$ cat src/rtl/dc_pkg.sv
package dc_pkg;
  localparam int TEMP_W = 8;
  localparam int ERR_W  = 16;
  typedef logic signed [TEMP_W-1:0] temp_t;
  typedef logic signed [ERR_W-1:0]  err_t;
endpackage

$ cat src/rtl/dc_bin_map.sv
module dc_bin_map
  import dc_pkg::*;
#(
  parameter int TMIN  = -16,
  parameter int NBINS = 80,
  parameter int IDX_W = 7
) (
  input  temp_t             temp,
  output logic [IDX_W-1:0]  idx,
  output logic              in_range
);
  localparam int DW = TEMP_W + 1;
  localparam logic signed [DW-1:0] TMIN_D = DW'(TMIN);

  logic signed [DW-1:0] diff;

  always_comb begin
    diff     = $signed({temp[TEMP_W-1], temp}) - TMIN_D;
    in_range = (diff >= 0) && (int'(diff) < NBINS);
    idx      = in_range ? IDX_W'(diff) : '0;
  end
endmodule

$ cat src/rtl/dc_table.sv
module dc_table
  import dc_pkg::*;
#(
  parameter int NBINS = 80,
  parameter int IDX_W = 7
) (
  input  logic             clk,
  input  logic             rst,
  input  logic             clr,
  input  logic             we,
  input  logic             re,
  input  logic             in_range,
  input  logic [IDX_W-1:0] idx,
  input  err_t             wdata,
  output logic             hit_q,
  output err_t             val_q
);
  err_t             mem [NBINS];
  logic [NBINS-1:0] vld;

  // data array: no reset, single write port, so it maps onto block RAM
  always_ff @(posedge clk) begin
    if (we) mem[idx] <= wdata;
  end

  // registered read with a bypass for a same-cycle write
  always_ff @(posedge clk) begin
    if (rst)     val_q <= '0;
    else if (re) val_q <= we ? wdata : mem[idx];
  end

  // valid flags kept in flops so a clear empties them in one cycle
  always_ff @(posedge clk) begin
    if (rst) begin
      vld <= '0;
    end else begin
      if (clr) vld <= '0;
      if (we)  vld[idx] <= 1'b1;
    end
  end

  always_ff @(posedge clk) begin
    if (rst) hit_q <= 1'b0;
    else     hit_q <= re && in_range && (we || (!clr && vld[idx]));
  end
endmodule

$ cat src/rtl/dc_quad.sv
module dc_quad
  import dc_pkg::*;
#(
  parameter int T0     = 20,
  parameter int A_FRAC = 8
) (
  input  logic  clk,
  input  logic  rst,
  input  logic  start,
  input  logic  miss,
  input  temp_t temp,
  input  err_t  coef_a,
  input  err_t  coef_b,
  output logic  est_vld_q,
  output err_t  est_q
);
  localparam int D_W  = TEMP_W + 1;
  localparam int SQ_W = 2 * D_W;
  localparam int P_W  = ERR_W + SQ_W + 1;
  localparam int R_W  = P_W + 1;
  localparam logic signed [D_W-1:0] T0_D = D_W'(T0);

  // stage 1: offset from the model centre, coefficients captured
  logic                  s1_v;
  logic signed [D_W-1:0] s1_d;
  err_t                  s1_a, s1_b;
  // stage 2: square, gated by the table's miss result
  logic                  s2_v;
  logic [SQ_W-1:0]       s2_sq;
  err_t                  s2_a, s2_b;

  logic signed [P_W-1:0] a_ext, sq_ext, prod, shr;
  logic signed [R_W-1:0] diff;
  err_t                  sat;

  always_ff @(posedge clk) begin
    if (rst) begin
      s1_v <= 1'b0; s1_d <= '0; s1_a <= '0; s1_b <= '0;
      s2_v <= 1'b0; s2_sq <= '0; s2_a <= '0; s2_b <= '0;
    end else begin
      s1_v  <= start;
      s1_d  <= $signed({temp[TEMP_W-1], temp}) - T0_D;
      s1_a  <= coef_a;
      s1_b  <= coef_b;
      s2_v  <= s1_v && miss;
      s2_sq <= SQ_W'(s1_d * s1_d);
      s2_a  <= s1_a;
      s2_b  <= s1_b;
    end
  end

  always_comb begin
    a_ext  = P_W'(s2_a);
    sq_ext = P_W'({1'b0, s2_sq});
    prod   = a_ext * sq_ext;
    shr    = prod >>> A_FRAC;
    diff   = R_W'(s2_b) - R_W'(shr);
    if (!diff[R_W-1] && (|diff[R_W-2:ERR_W-1]))
      sat = {1'b0, {(ERR_W-1){1'b1}}};
    else if (diff[R_W-1] && !(&diff[R_W-2:ERR_W-1]))
      sat = {1'b1, {(ERR_W-1){1'b0}}};
    else
      sat = diff[ERR_W-1:0];
  end

  always_ff @(posedge clk) begin
    if (rst) begin
      est_vld_q <= 1'b0;
      est_q     <= '0;
    end else begin
      est_vld_q <= s2_v;
      if (s2_v) est_q <= sat;
    end
  end
endmodule

$ cat src/rtl/dc_tick.sv
module dc_tick #(
  parameter int PER_W = 32
) (
  input  logic             clk,
  input  logic             rst,
  input  logic [PER_W-1:0] period,
  output logic             fire
);
  logic [PER_W-1:0] cnt;

  assign fire = (period != '0) && (cnt >= period - PER_W'(1));

  always_ff @(posedge clk) begin
    if (rst || period == '0 || fire) cnt <= '0;
    else                             cnt <= cnt + PER_W'(1);
  end
endmodule

$ cat src/rtl/drift_cache.sv
module drift_cache
  import dc_pkg::*;
#(
  parameter int TMIN   = -16,
  parameter int TMAX   = 63,
  parameter int T0     = 20,
  parameter int A_FRAC = 8,
  parameter int PER_W  = 32
) (
  input  logic                    clk,
  input  logic                    rst,
  input  logic signed [7:0]       temp_i,
  input  logic                    upd_i,
  input  logic signed [15:0]      upd_err_i,
  input  logic                    clr_i,
  input  logic [PER_W-1:0]        period_i,
  input  logic signed [15:0]      coef_a_i,
  input  logic signed [15:0]      coef_b_i,
  output logic                    resp_valid_o,
  output logic                    hit_o,
  output logic                    resync_req_o,
  output logic signed [15:0]      cached_err_o,
  output logic                    est_valid_o,
  output logic signed [15:0]      est_o
);
  localparam int NBINS = TMAX - TMIN + 1;
  localparam int IDX_W = $clog2(NBINS);

  logic [IDX_W-1:0] idx;
  logic             in_range, fire, we, resp_q, hit_q;
  err_t             val_q;

  dc_bin_map #(.TMIN(TMIN), .NBINS(NBINS), .IDX_W(IDX_W)) u_map (
    .temp(temp_i), .idx(idx), .in_range(in_range)
  );

  dc_tick #(.PER_W(PER_W)) u_tick (
    .clk(clk), .rst(rst), .period(period_i), .fire(fire)
  );

  assign we = upd_i && in_range;

  dc_table #(.NBINS(NBINS), .IDX_W(IDX_W)) u_tab (
    .clk(clk), .rst(rst), .clr(clr_i), .we(we), .re(fire),
    .in_range(in_range), .idx(idx), .wdata(upd_err_i),
    .hit_q(hit_q), .val_q(val_q)
  );

  dc_quad #(.T0(T0), .A_FRAC(A_FRAC)) u_quad (
    .clk(clk), .rst(rst), .start(fire), .miss(!hit_q), .temp(temp_i),
    .coef_a(coef_a_i), .coef_b(coef_b_i),
    .est_vld_q(est_valid_o), .est_q(est_o)
  );

  always_ff @(posedge clk) begin
    if (rst) resp_q <= 1'b0;
    else     resp_q <= fire;
  end

  assign resp_valid_o = resp_q;
  assign hit_o        = hit_q;
  assign resync_req_o = resp_q && !hit_q;
  assign cached_err_o = hit_q ? val_q : '0;
endmodule

$ cat config.mk
export PLATFORM = sky130hd
export DESIGN_NAME = drift_cache
export DESIGN_NICKNAME = d
export VERILOG_FILES = /design/src/rtl/dc_pkg.sv /design/src/rtl/dc_bin_map.sv /design/src/rtl/dc_table.sv /design/src/rtl/dc_quad.sv /design/src/rtl/dc_tick.sv /design/src/rtl/drift_cache.sv
export SDC_FILE = /design/constraint.sdc
export NUM_CORES = 2
export LEC_CHECK = 0
export ABC_AREA = 1
export BUFFER_PORTS_ARGS = -buffer_cell sky130_fd_sc_hd__buf_2
export CAP_MARGIN = 20
export CORE_MARGIN = 8
export CORE_UTILIZATION = 63
export CTS_BUF_LIST = sky130_fd_sc_hd__clkbuf_16
export CTS_CLUSTER_SIZE = 12
export DETAILED_ROUTE_END_ITERATION = 12
export HOLD_SLACK_MARGIN = 0.15
export PLACE_DENSITY = 0.89
export SLEW_MARGIN = 20
export SYNTH_ARGS = -nofsm -noshare
export SYNTH_HDL_FRONTEND = slang
export SYNTH_SLANG_ARGS = --single-unit
$ cat constraint.sdc
create_clock -name clk -period 14.95 [get_ports clk]
set_input_delay 0 -clock clk [delete_from_list [all_inputs] [get_ports clk]]
set_output_delay 0 -clock clk [all_outputs]
set_load 0.1 [all_outputs]
==> impl_metrics.yaml <==
cts:
  cts.htree.levels: 4
  cts_tree: "yes"
  clk_pin_slew_ns: 0.06
  postCtsSetupRepairBufs: 0
  hold_buffers: 138
  cts_root_buf: "clkbuf_16"
  clk_latency_ns: 0.81
  cts_made_buffers: 153
  clock_tree.buffer_depth: 3
  cts_sinks: 1518
  cts_resized: 0
power:
  ir_worst_vdd_v: 0.000125
  p_per_area_nw_per_um2: 123
  intPower_w: 0.00719
  combPwrFrac_pct: 18.8
  seq_power_share_pct: 46.2
  switching_share_pct: 29.7
  netSwitchingPower_w: 0.00304
  power.leakage_nw: 34.7
  clkPwrFrac_pct: 35.0
sta:
  setup_viol_count_final: 0
  slew_violations: 0
  worst_pin_slew_ns: 1.11
  fin_crit_sh_pct: 57.2
  rsz0062_at_grt: "false"
  slew_headroom_pct: 26.1
  worst_slack_ns: 6.40
  fmaxAchievable_ghz: 0.117
  setup_tns_ns: 0
  fin_crit_ns: 8.55
  skew_ns: 0.0269
  finalHoldViolations: 0
route:
  drtPass1Iterations: 7
  detail_route.wl_per_cell_um: 23.6
  drc_errors: 0
  drtIter0Drc: 9179
  drtAntennaViolNets: 0
  wl_um: 217000
  viasPerCell: 6.21
  vias: 57004
placement:
  dp_hpwl_um: 127000
  place_congestion: 0.928
  port_buffers: 127
  place_worst_setup_slack_ns: 6.60
logic_synthesis:
  syn-mean-instance-area_um2: 10.3
  yosysWarnings: 0
  synth_area_um2: 75000
  synth_edf_count: 1280
  yosysSeqAreaShare_pct: 57.6
  ys_types: 55
  synth_top_cell_by_area: "edfxtp_1"
  yosys.cell_count.top_type: "nand2_1"
  synthArstFlopShare_pct: 0
  ys_top_cells_by_count: "nand2_1 (1456), edfxtp_1 (1280), nor2_1 (941)"
  dominantRegCellSynth: "edfxtp_1"
  netlist.area_leader.share_pct: 51.3
  synth_seq_cells: 1518
  netlist_instances: 7300
  synth_area_leaders: "edfxtp_1 (51%), fa_1 (7.3%), nand2_1 (7.3%)"
floorplan:
  core-area_um2: 118000
  die_width_um: 361
  die_area_um2: 130000
  ios: 128
  rows: 126
  fp.dieH_um: 361
  initial_core_util_pct: 63.5
worst_setup_path:
  end_kind: "flip-flop"
  slowest_stage: "dfxtp_1"
  crit_path_frequent_cell: "nand2_1"
  max_stage_delay_ns: 0.83
  crit_type: "flip-flop to flip-flop"
  crit_arrival_ns: 9.20
  start_kind: "flip-flop"
  worstPathRequired_ns: 15.60
  critical_path.max_fanout: 16
finish:
  area.sequential_um2: 43200
  multi_input_area_um2: 27100
  drive_gt1_share_pct: 7.56
  fin_nets: 8123
  area_delta_synth_final_pct: 10.9
  n_fill_cell: 7407
grt:
  grt_pass1_wl_um: 327000
  met2_usage_pct: 51.8
  gr-total-overflow: 0
  grt-busiest-layer: "met2"
  met1_usage_pct: 39.5
  grt_max_degree: 187
  antenna_found_initial: 3
  grt_use_met3_pct: 8.52
  grt_usage_pct: 32.4
  grt_pass1_vias: 57751
min_path:
  min_path_type: "input pin to flip-flop"
run_status:
  status: "complete, no violations"
flow_run:
  cap_violations: 0
## power by group through the flow
stage	Sequential, W	Combinational, W	Clock [W]
3_5_place_dp	0.00480	0.00183	0
6_report	0.00472	0.00192	0.00358
5_1_grt	0.00472	0.00212	0.00376
2_1_floorplan	0.00472	0.00131	0
3_3_place_gp	0.00480	0.00180	0
4_1_cts	0.00471	0.00188	0.00358
## area by class of cell
| cell class | count | area share, % |
|---|---|---|
| tap | 1536 | 2.31 |
| timing repair buffer | 400 | 3.71 |
| inverter | 873 | 3.96 |
| clock inverter | 113 | 0.803 |
| antenna | 6 | 0.0180 |
| sequential | 1518 | 51.9 |
| multi-input combinational | 4582 | 32.5 |
| clock buffer | 157 | 4.72 |
## path summary, 6_finish.rpt
kind,from,end,slack [ns],cells after the start
setup / recovery,u_quad.s2_sq[11],u_quad.est_q[9],6.40,34
hold / removal,temp_i[2],u_quad.s1_d[2],0.22,3
setup reg to reg,u_quad.s2_sq[11],u_quad.est_q[9],6.40,34
hold reg to reg,u_quad.s1_b[15],u_quad.s2_b[15],0.41,2
## through the flow
stage	util (%)	hold slack (ns)	cell area (µm²)	instances	power (W)
after global routing	70.4	0.225	83200	9181	0.0106
after global placement	65.3	0.205	77200	8770	0.00659
after floorplan	-	0.0900	75000	7305	0.00604
after CTS	70.4	0.182	83100	9178	0.0102
final	70.4	0.215	83200	9185	0.0102
after detailed placement	65.3	0.208	77200	8770	0.00663
## cells in the final DEF (no fill, tap or decap), types with 125 or more instances in the layout
| cell | n |
|---|---|
| nand2_1 | 1454 |
| edfxtp_1 | 1280 |
| nor2_1 | 938 |
| inv_1 | 937 |
| o21ai_0 | 535 |
| fa_1 | 275 |
| nand3_1 | 272 |
| a21oi_1 | 248 |
| dfxtp_1 | 238 |
| ha_1 | 228 |
| clkbuf_16 | 157 |
| o211ai_1 | 141 |
| dlygate4sd3_1 | 138 |
| buf_4 | 133 |
| buf_2 | 125 |
## flip-flops by register name, indices dropped and copies added (netlist names)
name	cells
u_quad.est_vld_q	1
u_tab.vld	80
u_tab.val_q	16
u_quad.s1_d	9
u_quad.s2_sq	17
u_tick.cnt	32
u_quad.s2_a	16
u_quad.s1_b	16
u_quad.est_q	16
u_quad.s2_b	16
u_tab.hit_q	1
u_tab.mem	1280
u_quad.s1_v	1
u_quad.s2_v	1
u_quad.s1_a	16
## worst max-delay path, delay by kind of cell, from the launching register on
family                   cells  cell delay (ns)
AO/OA/AOI/OAI                6             1.40
XOR/XNOR                     1             0.11
adder cells (fa/ha/maj)      8             3.74
buffers and inverters        5             0.68
flip-flops                   1             0.83
AND/OR/NAND/NOR             14             1.60
## routing by layer
| layer | routed length, µm | part of all wire (%) | vias to the layer above |
|---|---|---|---|
| li1 | - | - | 24626 |
| met1 | 73600 | 34 | 26744 |
| met2 | 99600 | 46 | 4577 |
| met3 | 28300 | 13 | 1055 |
| met4 | 15200 | 7.0 | 2 |
| met5 | 12 | 0.0055 | - |
## cell families (layout without fill, tap and decap cells)
family                     after synthesis  count (layout)  share of synthesized area (%)
DFF                                   1518            1518                           57.6
buffers and inverters                 1205            1543                           6.36
and+or+nand+nor                       2928            2928                           16.1
other                                    2              13                         0.0100
adders and majority gates              503             503                           11.1
AOI/OAI and AO/OA                     1050            1050                           7.72
xor gates and xnor gates                94              94                           1.10
Note: power is estimated with default switching activity, not from simulation.
